===== src/rtl/vic_reg_pkg.sv =====
package vic_reg_pkg;
  localparam int ADDR_W = 3;

  typedef enum logic [ADDR_W-1:0] {
    OFF_STAT = 3'd0,
    OFF_RAW  = 3'd1,
    OFF_EN   = 3'd2,
    OFF_SSET = 3'd3,
    OFF_SCLR = 3'd4,
    OFF_PROT = 3'd5,
    OFF_VEC  = 3'd6,
    OFF_NONE = 3'd7
  } reg_off_e;
endpackage


===== src/rtl/vic_access_guard.sv =====
module vic_access_guard
  import vic_reg_pkg::*;
(
  input  logic              req_i,
  input  logic              we_i,
  input  logic              priv_i,
  input  logic              prot_i,
  input  logic [ADDR_W-1:0] addr_i,
  output logic              wr_ok_o,
  output logic              rd_ok_o,
  output logic              reject_o
);
  logic is_prot, allow;

  always_comb begin
    is_prot  = (addr_i == OFF_PROT);
    // protection register always needs privilege; others only when protected
    allow    = priv_i | (~prot_i & ~is_prot);
    wr_ok_o  = req_i & we_i & allow;
    rd_ok_o  = req_i & ~we_i & allow;
    reject_o = req_i & ~allow;
  end
endmodule


===== src/rtl/vic_soft_bank.sv =====
module vic_soft_bank #(
  parameter int N = 32
) (
  input  logic         clk_i,
  input  logic         rst_ni,
  input  logic         set_en_i,
  input  logic         clr_en_i,
  input  logic [N-1:0] mask_i,
  output logic [N-1:0] soft_o
);
  for (genvar i = 0; i < N; i++) begin : g_bit
    always_ff @(posedge clk_i or negedge rst_ni) begin
      if (!rst_ni)                      soft_o[i] <= 1'b0;
      else if (clr_en_i && mask_i[i])   soft_o[i] <= 1'b0;  // clear wins
      else if (set_en_i && mask_i[i])   soft_o[i] <= 1'b1;
    end
  end

  p_clear_hits_r4: assert property (@(posedge clk_i) disable iff (!rst_ni)
    clr_en_i |=> ((soft_o & $past(mask_i)) == '0));

  p_zero_keeps_r3: assert property (@(posedge clk_i) disable iff (!rst_ni)
    (set_en_i && !clr_en_i) |=>
      ((soft_o & ~$past(mask_i)) == ($past(soft_o) & ~$past(mask_i))));
endmodule


===== src/rtl/vic_irq_merge.sv =====
module vic_irq_merge #(
  parameter int N = 32
) (
  input  logic [N-1:0] hw_i,
  input  logic [N-1:0] soft_i,
  input  logic [N-1:0] en_i,
  output logic [N-1:0] raw_o,
  output logic [N-1:0] irq_o
);
  for (genvar i = 0; i < N; i++) begin : g_line
    assign raw_o[i] = hw_i[i] | soft_i[i];
    assign irq_o[i] = raw_o[i] & en_i[i];
  end
endmodule


===== src/rtl/vic_regfile.sv =====
module vic_regfile
  import vic_reg_pkg::*;
#(
  parameter int NUM_IRQ = 32,
  parameter int DATA_W  = 32
) (
  input  logic               clk_i,
  input  logic               rst_ni,
  input  logic [NUM_IRQ-1:0] hw_irq_i,
  input  logic               req_i,
  input  logic               we_i,
  input  logic               priv_i,
  input  logic [ADDR_W-1:0]  addr_i,
  input  logic [DATA_W-1:0]  wdata_i,
  output logic [DATA_W-1:0]  rdata_o,
  output logic               err_o,
  output logic [NUM_IRQ-1:0] irq_o
);
  localparam int PAD_W = DATA_W - NUM_IRQ;

  logic               wr_ok, rd_ok, reject;
  logic               prot_q;
  logic [NUM_IRQ-1:0] en_q, soft_q, raw;
  logic [DATA_W-1:0]  vec_q, rd_mux;
  logic               set_en, clr_en;

  vic_access_guard u_guard (
    .req_i    (req_i),
    .we_i     (we_i),
    .priv_i   (priv_i),
    .prot_i   (prot_q),
    .addr_i   (addr_i),
    .wr_ok_o  (wr_ok),
    .rd_ok_o  (rd_ok),
    .reject_o (reject)
  );

  assign set_en = wr_ok && (addr_i == OFF_SSET);
  assign clr_en = wr_ok && (addr_i == OFF_SCLR);

  vic_soft_bank #(.N(NUM_IRQ)) u_soft (
    .clk_i    (clk_i),
    .rst_ni   (rst_ni),
    .set_en_i (set_en),
    .clr_en_i (clr_en),
    .mask_i   (wdata_i[NUM_IRQ-1:0]),
    .soft_o   (soft_q)
  );

  vic_irq_merge #(.N(NUM_IRQ)) u_merge (
    .hw_i   (hw_irq_i),
    .soft_i (soft_q),
    .en_i   (en_q),
    .raw_o  (raw),
    .irq_o  (irq_o)
  );

  always_ff @(posedge clk_i or negedge rst_ni) begin
    if (!rst_ni) begin
      en_q   <= '0;
      prot_q <= 1'b0;
      vec_q  <= '0;
    end else if (wr_ok) begin
      case (addr_i)
        OFF_EN:   en_q   <= wdata_i[NUM_IRQ-1:0];
        OFF_PROT: prot_q <= wdata_i[0];
        OFF_VEC:  vec_q  <= wdata_i;
        default:  ;
      endcase
    end
  end

  always_comb begin
    case (addr_i)
      OFF_STAT: rd_mux = {{PAD_W{1'b0}}, irq_o};
      OFF_RAW:  rd_mux = {{PAD_W{1'b0}}, raw};
      OFF_EN:   rd_mux = {{PAD_W{1'b0}}, en_q};
      OFF_SSET: rd_mux = {{PAD_W{1'b0}}, soft_q};
      OFF_PROT: rd_mux = {{(DATA_W-1){1'b0}}, prot_q};
      OFF_VEC:  rd_mux = vec_q;
      default:  rd_mux = '0;
    endcase
  end

  always_ff @(posedge clk_i or negedge rst_ni) begin
    if (!rst_ni) begin
      rdata_o <= '0;
      err_o   <= 1'b0;
    end else begin
      rdata_o <= rd_ok ? rd_mux : '0;
      err_o   <= reject;
    end
  end

  p_user_locked_r6: assert property (@(posedge clk_i) disable iff (!rst_ni)
    (req_i && we_i && !priv_i && prot_q) |=>
      ($stable(en_q) && $stable(vec_q) && $stable(soft_q) && err_o));

  p_prot_priv_only_r7: assert property (@(posedge clk_i) disable iff (!rst_ni)
    (req_i && !priv_i && addr_i == OFF_PROT) |=> ($stable(prot_q) && err_o));

  p_reject_no_data_r8: assert property (@(posedge clk_i) disable iff (!rst_ni)
    err_o |-> (rdata_o == '0));

  p_clr_reads_zero_r4: assert property (@(posedge clk_i) disable iff (!rst_ni)
    (req_i && !we_i && addr_i == OFF_SCLR) |=> (rdata_o == '0));

  p_idle_no_data_r11: assert property (@(posedge clk_i) disable iff (!rst_ni)
    !req_i |=> (rdata_o == '0 && !err_o));
endmodule


===== config.mk =====
export PLATFORM = sky130hd
export DESIGN_NAME = vic_regfile
export DESIGN_NICKNAME = d
export VERILOG_FILES = /design/src/rtl/vic_reg_pkg.sv /design/src/rtl/vic_access_guard.sv /design/src/rtl/vic_soft_bank.sv /design/src/rtl/vic_irq_merge.sv /design/src/rtl/vic_regfile.sv
export SDC_FILE = /design/constraint.sdc
export NUM_CORES = 1
export LEC_CHECK = 0
export BUFFER_PORTS_ARGS = -buffer_cell sky130_fd_sc_hd__buf_2
export CAP_MARGIN = 20
export CORE_MARGIN = 2
export CORE_UTILIZATION = 45
export DETAILED_ROUTE_END_ITERATION = 10
export GPL_ROUTABILITY_DRIVEN = 0
export GPL_TIMING_DRIVEN = 0
export PLACE_DENSITY = 0.67
export SLEW_MARGIN = 10
export SYNTH_ARGS = -nofsm -noshare
export SYNTH_HDL_FRONTEND = slang
export SYNTH_SLANG_ARGS = --single-unit

===== constraint.sdc =====
create_clock -name clk_i -period 2.5 [get_ports clk_i]
set_input_delay 0.5 -clock clk_i [delete_from_list [all_inputs] [get_ports clk_i]]
set_output_delay 0.5 -clock clk_i [all_outputs]
set_load 0.05 [all_outputs]

# ---- Word level (Yosys, flattened, before mapping)
# Index checks and enable logic that the tools add are counted.
dict set report op_classes {
  n_eq_ne 6
  muxes 66
  n_bitwise 75
  reduce_logical 102
}
# cell count
set ops {}
lappend ops {{$pmux 32 s6} 1}
lappend ops {{$logic_and 1x1->1} 66}
lappend ops {{$mux 1} 64}
lappend ops {{$reduce_bool 2->1} 32}
lappend ops {{$and 1x1->1} 38}
lappend ops {{$or 1x1->1} 33}
lappend ops {{$mux 32} 1}
lappend ops {{$eq 3x3->1 const B} 3}
lappend ops {{$eq 3x2->1 const B} 2}
lappend ops {{$reduce_and 2->1} 3}
lappend ops {{$not 1->1} 4}
lappend ops {{$eq 3x1->1 const B} 1}
lappend ops {{$logic_not 3->1} 1}
dict set report word_totals {
  ff_bits 130
  input_bits 72
  word_cells 286
}

# ---- Longest topological paths before layout
# Gate-level depths: netlist of run 1.
dict set report logic_depth {
  ltp_word 9
  mapped_depth 7
  depth_no_buf 3
}

# ---- By module
# Synthesis of run 1 repeated with hierarchy kept, for this count alone.
dict set report hier_totals {
  cells_unflattened 533
  area_unflattened_um2 6443.7
}
# mod n_inst cells_per_inst area_per_inst_um2
set by_module_without_submodules {}
lappend by_module_without_submodules {vic_regfile 1 359 4764.6}
lappend by_module_without_submodules {vic_soft_bank 1 102 1169.9}
lappend by_module_without_submodules {vic_irq_merge 1 64 440.4}
lappend by_module_without_submodules {vic_access_guard 1 8 68.8}

# ---- Worst setup path after synthesis of run 1
# No wires, ideal clock.
dict set report synth_timing {
  kind {input-to-reg}
  startpoint {input port addr_i[0]}
  endpoint {register vec_q[10]}
  t_arrival_ns 1.645
  path_slack_ns 0.730
  cell_stages 7
  path_buffers 4
  path_cell_list {buf_6 > and3b_1 > clkbuf_2 > and3_1 > buf_6 > buf_8 > mux2_4}
}
dict set report synth_between {
  elab_chain_cells 6
  elab_cells_between_ends 7
}
# element line
set synth_rtl {}
lappend synth_rtl {{from (decl)} vic_regfile.sv:13} ;# input logic [ADDR_W-1:0] addr_i,
lappend synth_rtl {{$eq 3x3->1} vic_access_guard.sv:16} ;# is_prot = (addr_i == OFF_PROT);
lappend synth_rtl {{$not 1->1} vic_access_guard.sv:18} ;# allow = priv_i | (~prot_i & ~is_prot);
lappend synth_rtl {{$and 1x1->1} vic_access_guard.sv:18}
lappend synth_rtl {{$or 1x1->1} vic_access_guard.sv:18}
lappend synth_rtl {{$and 1x1->1} vic_access_guard.sv:19} ;# wr_ok_o = req_i & we_i & allow;
lappend synth_rtl {{$reduce_and 2->1 (no line) *} -}
lappend synth_rtl {{to (signal assigned)} vic_regfile.sv:67} ;# OFF_VEC: vec_q <= wdata_i;
lappend synth_rtl {{to (decl)} vic_regfile.sv:24} ;# logic [DATA_W-1:0] vec_q, rd_mux;
# Mark *: on every way between the ends. The rest lies on a longest branch, timed or not.
# A chain may end at the register's enable or synchronous reset.

# ---- Final worst setup path of run 1
dict set report layout_timing {
  startpoint {register prot_q}
  endpoint {register u_soft.soft_o[27]}
}
dict set report layout_between {
  elab_chain_cells 7
  elab_cells_between_ends 10
}
# element line
set layout_rtl {}
lappend layout_rtl {{from (decl)} vic_regfile.sv:22} ;# logic prot_q;
lappend layout_rtl {{from (signal assigned)} vic_regfile.sv:66} ;# OFF_PROT: prot_q <= wdata_i[0];
lappend layout_rtl {{$not 1->1 *} vic_access_guard.sv:18}
lappend layout_rtl {{$and 1x1->1 *} vic_access_guard.sv:18}
lappend layout_rtl {{$or 1x1->1 *} vic_access_guard.sv:18}
lappend layout_rtl {{$and 1x1->1 *} vic_access_guard.sv:19}
lappend layout_rtl {{$logic_and 1x1->1 (on tied branches)} {vic_regfile.sv:39, vic_regfile.sv:38}}
lappend layout_rtl {{$logic_and 1x1->1 (on tied branches)} {vic_soft_bank.sv:14, vic_soft_bank.sv:15}}
lappend layout_rtl {{$mux 1 / $reduce_bool 2->1 (equally long branches)} -}
lappend layout_rtl {{to (signal, indexed assignment)} vic_soft_bank.sv:13} ;# if (!rst_ni) soft_o[i] <= 1'b0;
lappend layout_rtl {{to (signal, indexed assignment)} vic_soft_bank.sv:14} ;# else if (clr_en_i && mask_i[i]) soft_o[i] <= 1'b0;
lappend layout_rtl {{to (signal, indexed assignment)} vic_soft_bank.sv:15} ;# else if (set_en_i && mask_i[i]) soft_o[i] <= 1'b1;
lappend layout_rtl {{to (decl)} vic_soft_bank.sv:9} ;# output logic [N-1:0] soft_o
# Marked as above.

==> impl_metrics.py, run 1 <==
metrics = {
    "status": {
        "outcome": "finished clean",
    },
    "detailed_routing": {
        "wl_per_cell_um": 21.9,
        "drtPass1Iterations": 5,
        "drtIter0Drc": 518,
        "routed_wl_mm": 21.3,
        "drc": 0,
        "route.vias.total": 6007,
        "ant_nets": 0,
        "vias_per_cell": 6.18,
    },
    "yosys": {
        "synth_edf_count": 0,
        "synth_common_cells": "dfrtp_1, mux2_1, nor2_1, nor2b_1",
        "synth.distinct_cells": 37,
        "async_flop_share_pct": 100,
        "syn-cell-area_um2": 6860,
        "syn-mean-instance-area_um2": 11.1,
        "synth_seq_cells": 130,
        "synth.most_common_cell": "dfrtp_1",
        "syn-instance-count": 620,
        "ys_warn_count": 0,
        "synth-seq-area-share_pct": 47.4,
        "yosys.area.top_type": "dfrtp_1",
        "netlist_top_cells_area": "dfrtp_1, mux2_4, mux2_1",
        "synth_top_flop_cell": "dfrtp_1",
        "netlist.area_leader.share_pct": 47.4,
        "syn_nets": 692,
    },
    "clock_network": {
        "hold_buffers": 0,
        "cts_tree": "done",
        "clk-insertion-delay-late_ns": 0.43,
        "cts-root-buf": "clkbuf_16",
        "clk_path_buf_depth": 2,
        "htreeDepth": 4,
        "cts_setup_buffers": 0,
        "cts-resized-gates": 0,
        "clk_pin_slew_ns": 0.06,
        "cts_buffers": 17,
        "clock_sinks": 130,
    },
    "sta": {
        "fmax_mhz": 532,
        "tightest_slew_ns": 0.762,
        "period_minus_slack_ns": 1.88,
        "finalSetupViolations": 0,
        "hold_viol": 0,
        "fin_skew_ns": 0.00519,
        "maxSlewViolCount": 0,
        "post-route-period-util_pct": 75.2,
        "rsz0062_at_grt": "false",
        "max_slew_margin_pct": 49.2,
    },
    "global_route": {
        "grt_max_degree": 80,
        "gr-total-overflow": 0,
        "grt_pass1_vias": 5961,
        "antenna_found_initial": 0,
        "grtUsageMet3_pct": 5.99,
        "grt_use_total_pct": 26.7,
        "grt_pass1_wl_mm": 32.9,
        "use_met1_pct": 35.7,
        "top_usage_layer": "met2",
        "gr-usage-met2_pct": 41.6,
    },
    "worst_setup_path": {
        "crit_required_ns": 2.86,
        "cp_slowest_cell": "clkbuf_1",
        "critPathArrivalTime_ns": 2.24,
        "max_stage_delay_ns": 0.61,
        "critPathLaunchType": "flop",
        "cp_common_cell": "clkbuf_1",
        "endpoint_kind": "flop",
        "worst-path-max-fanout": 10,
        "crit_type": "flop to flop",
        "path_cells": "nand2b_1 -> and4_1 -> clkbuf_1 -> clkbuf_1 -> a221o_1",
    },
    "final_layout": {
        "final_nets": 846,
        "finalNonFillerCells": 972,
        "area_growth_pct": 22.2,
        "layout-drive-gt1-share_pct": 29.2,
        "diodes": 0,
        "fillers": 1332,
    },
    "floorplanning": {
        "die_h_um": 127,
        "die_x_um": 127,
        "rows": 45,
        "io_pins": 137,
        "core_area_um2": 15000,
        "initial_core_util_pct": 45.7,
        "dieArea_um2": 16300,
    },
    "placement": {
        "dp.cells": 943,
        "dp_hpwl_mm": 14.1,
        "io_buffers": 134,
    },
    "pwr": {
        "p_leak_nw": 3.87,
        "power.density_nw_per_um2": 796,
        "vdd_drop_max_mv": 0.493,
        "totalPowerFinal_mw": 6.68,
    },
    "hold_path": {
        "hold_class": "input port to asynchronous set/reset pin",
    },
    "flow_run": {
        "maxCapViolCount": 0,
    },
}
==> metrics by stage <==
stage / area, µm² / utilization [%] / setup TNS (ns) / worst slack (ns) / hold slack [ns]
6_report: 8390 / 55.8 / 0 / 0.621 / 0.0309
5_1_grt: 8390 / 55.8 / 0 / 0.470 / 0.0604
4_1_cts: 8390 / 55.8 / 0 / 0.639 / 0.0399
3_5_place_dp: 7800 / 51.9 / 0 / 0.340 / 0.474
3_3_place_gp: 7770 / 51.7 / -108.94 / -0.850 / 0.466
2_1_floorplan: 6860 / - / 0 / 0.730 / 0.204
==> area by class of cell <==
cell class                      instances  area [µm²]  share of cell area [%]
Inverter                               30         113                    1.34
Clock buffer                           24         512                    6.10
Buffer                                 54         305                    3.64
Clock inverter                          5        75.1                   0.895
Multi-Input combinational cell        406        3190                    38.0
Sequential cell                       130        3250                    38.8
Tap cell                              188         235                    2.80
Timing Repair Buffer                  135         704                    8.40
==> sequential cells by signal (all words and copies together) (netlist names) <==
signal         cells
prot_q             1
u_soft.soft_o     32
rdata_o           32
en_q              32
vec_q             32
err_o              1
==> worst paths after layout <==
kind	startpoint	end	slack, ns	depth (start not counted)
setup reg to reg	prot_q	u_soft.soft_o[27]	0.62	5
min in group clk_i	wdata_i[8]	en_q[8]	0.33	2
hold / removal	rst_ni	rdata_o[2]	0.03	1
hold reg to reg	vec_q[0]	vec_q[0]	0.49	1
setup / recovery	prot_q	u_soft.soft_o[27]	0.62	5
max in group asynchronous	rst_ni	rdata_o[22]	1.71	2
==> power breakdown <==
part           switching [mW]  internal (mW)  leakage, nW
combinational            1.04          0.584         2.04
sequential              0.186           2.38         1.54
clock                   0.885           1.60        0.294
==> logic make-up (layout without fill, tap and decap cells) <==
group / Yosys count / count (layout) / share of synthesized area [%]
AOI/OAI and AO/OA: 223 / 223 / 25.5
DFF: 130 / 130 / 47.4
and+or+nand+nor: 117 / 117 / 8.57
buffers and inverters: 84 / 248 / 6.09
muxes: 65 / 65 / 12.3
xor gates and xnor gates: 1 / 1 / 0.128
==> worst max-delay path, delay by kind of cell, from the launching register on <==
| kind | cells | cell delay [ns] |
|---|---|---|
| and+or+nand+nor | 2 | 0.35 |
| buffers and inverters | 2 | 0.80 |
| DFF | 1 | 0.40 |
| AOI/OAI and AO/OA | 1 | 0.26 |
==> metal layers <==
| metal | share of wire, % | vias up |
|---|---|---|
| li1 | - | 2619 |
| met1 | 42 | 2995 |
| met5 | 0 | - |
| met4 | 3.1 | 0 |
| met2 | 47 | 330 |
| met3 | 8.4 | 63 |
==> layout by cell type (no fill, tap or decap), types with 4 or more instances in the layout <==
cell type  synthesis  layout
buf_2             21     154
dfrtp_1          130     130
nor2_1            33      33
nor2b_1           33      33
mux2_1            33      33
o21a_1            32      32
o21ai_0           32      32
a311oi_1          32      32
a221o_1           32      32
nand2_1           31      31
inv_1             30      30
mux2_4            30      30
a21oi_1           29      29
o21bai_1          28      28
a2111o_1          28      28
clkbuf_1          21      22
clkbuf_16          0      17
a21boi_0           7       7
clkbuf_8           0       6
buf_4              5       5
buf_6              3       4
Power figures use the tool's default switching activity.
==> run 2, diff against run 1 <==
Clock period 2.5 ns to 1.94 ns, I/O delays scaled along.
==> run 2 against run 1 <==
Against the previous run:
- register-to-register slack lost 0.40 ns
- final cell count grew 0.10%
- clock power grew 29%
- utilization grew 0.083 points
- sequential power grew 29%
- maximum frequency grew 9.4%
- global-route usage is the same
- flip-flop and latch count is the same
- routed wire length shrank 0.15%
- critical path depth shrank 1
- largest cell class unchanged
==> impl_metrics.py, run 2 (same netlist as run 1, synthesis figures left out) <==
metrics = {
    "clock_network": {
        "cts-root-buf": "clkbuf_16",
        "clk-insertion-delay-late_ns": 0.42,
        "htreeDepth": 4,
        "cts_tree": "done",
        "clk_path_buf_depth": 2,
        "clock_sinks": 130,
        "cts_buffers": 17,
        "cts_setup_buffers": 0,
        "clk_pin_slew_ns": 0.06,
    },
    "sta": {
        "fin_skew_ns": 0.00526,
        "rsz0062_at_grt": "false",
        "maxSlewViolCount": 0,
        "max_slew_margin_pct": 49.8,
        "fmax_mhz": 582,
        "period_minus_slack_ns": 1.72,
        "post-route-period-util_pct": 88.6,
        "hold_viol": 0,
        "fin_ws_ns": 0.222,
        "tightest_slew_ns": 0.752,
        "finalSetupViolations": 0,
    },
    "detailed_routing": {
        "vias_per_cell": 6.14,
        "route.vias.total": 5975,
        "ant_nets": 0,
        "drtIter0Drc": 523,
        "drc": 0,
        "routed_wl_mm": 21.3,
        "drtPass1Iterations": 5,
        "wl_per_cell_um": 21.8,
    },
    "hold_path": {
        "hold_class": "input port to flop",
        "min_from": "wdata_i[8]",
    },
    "global_route": {
        "grt_pass1_wl_mm": 32.9,
        "grt_pass1_vias": 5963,
        "grt_use_total_pct": 26.7,
        "grt_max_degree": 80,
        "gr-total-overflow": 0,
        "antenna_found_initial": 0,
    },
    "pwr": {
        "power.density_nw_per_um2": 1020,
        "p_sw_mw": 2.72,
        "power_frac_comb_pct": 24.3,
        "p_int_mw": 5.89,
        "p_leak_nw": 3.88,
        "swShare_pct": 31.6,
        "power_frac_clock_pct": 37.3,
        "p_seq_share_pct": 38.4,
        "vdd_drop_max_mv": 0.632,
    },
    "worst_setup_path": {
        "cp-startpoint": "prot_q",
        "critPathLaunchType": "flop",
        "reg2reg_from": "prot_q",
        "endpoint_kind": "flop",
        "crit_type": "flop to flop",
        "critPathArrivalTime_ns": 2.02,
        "crit_required_ns": 2.24,
        "worst-path-max-fanout": 10,
    },
    "floorplanning": {
        "rows": 45,
        "die_h_um": 127,
        "initial_core_util_pct": 45.7,
        "core_area_um2": 15000,
        "dieArea_um2": 16300,
        "die_x_um": 127,
        "io_pins": 137,
    },
    "final_layout": {
        "finish.utilization_pct": 55.9,
        "layout-drive-gt1-share_pct": 29.4,
        "final_nets": 847,
        "area_growth_pct": 22.4,
        "layout_commonest_cell": "buf_2",
        "final_cell_mix": "buf_2, dfrtp_1, nor2_1, nor2b_1, mux2_1",
        "diodes": 0,
    },
    "placement": {
        "io_buffers": 134,
        "dp_hpwl_mm": 14.1,
        "pre_cts_slack_ns": -0.108,
    },
    "status": {
        "outcome": "finished clean",
    },
    "flow_run": {
        "maxCapViolCount": 0,
    },
}
run 2: layer usage:
layer  global-route usage (%)  wire [µm]  up-vias
met3                     5.99       1670       55
met1                     35.7       9020     2997
met5                        0          0        -
met2                     41.6       9970      304
met4                     12.1        595        0
li1                         -          -     2619
run 2: through the flow:
stage | hold WS, ns | instances | setup TNS, ns | power, mW | cell area [µm²]
finish | 0.221 | 973 | 0 | 8.61 | 8400
global route | 0.227 | 973 | 0 | 8.93 | 8400
CTS | 0.212 | 973 | 0 | 8.64 | 8400
detailed placement | 0.381 | 943 | -1.32 | 5.42 | 7800
global placement | 0.466 | 942 | -168.61 | 5.35 | 7770
floorplan | 0.0924 | 620 | 0 | 4.79 | 6860
run 2: cell type report:
type / count / area, µm²
clock buffer: 24 / 512
fill: 1330 / 6630
buffer: 54 / 308
timing repair buffer: 136 / 714
multi-input combinational: 406 / 3190
clock inverter: 5 / 75.1
tap: 188 / 235
inverter: 30 / 113
sequential: 130 / 3250
run 2: critical path, cell delays in order (launching register included):
cell	delay [ns]
dfrtp_1	0.40
nand2b_1	0.15
nand3_1	0.19
clkbuf_1	0.39
a221o_1	0.46
run 2: power by group through the flow:
stage	registers [mW]	logic, mW	clock network [mW]
after floorplan	3.38	1.42	0
after global placement	3.32	2.04	0
after detailed placement	3.34	2.08	0
after CTS	3.30	2.09	3.24
after global routing	3.35	2.21	3.37
final	3.31	2.09	3.21
run 2: final timing paths:
path / cells past startpoint / end / slack (ns)
min in group asynchronous: 2 / rdata_o[2] / 0.48
min: 2 / en_q[8] / 0.22
max: 4 / u_soft.soft_o[27] / 0.22
max in group asynchronous: 3 / rdata_o[15] / 0.70
min reg2reg: 1 / vec_q[0] / 0.49
max reg2reg: 4 / u_soft.soft_o[27] / 0.22
run 2: timing repair:
action | in CTS | in global routing
endpoints found under the hold margin | 51 | 0
hold buffers | 1 | 0
endpoints found under the setup margin | 0 | 20
gates resized for setup | 0 | 4
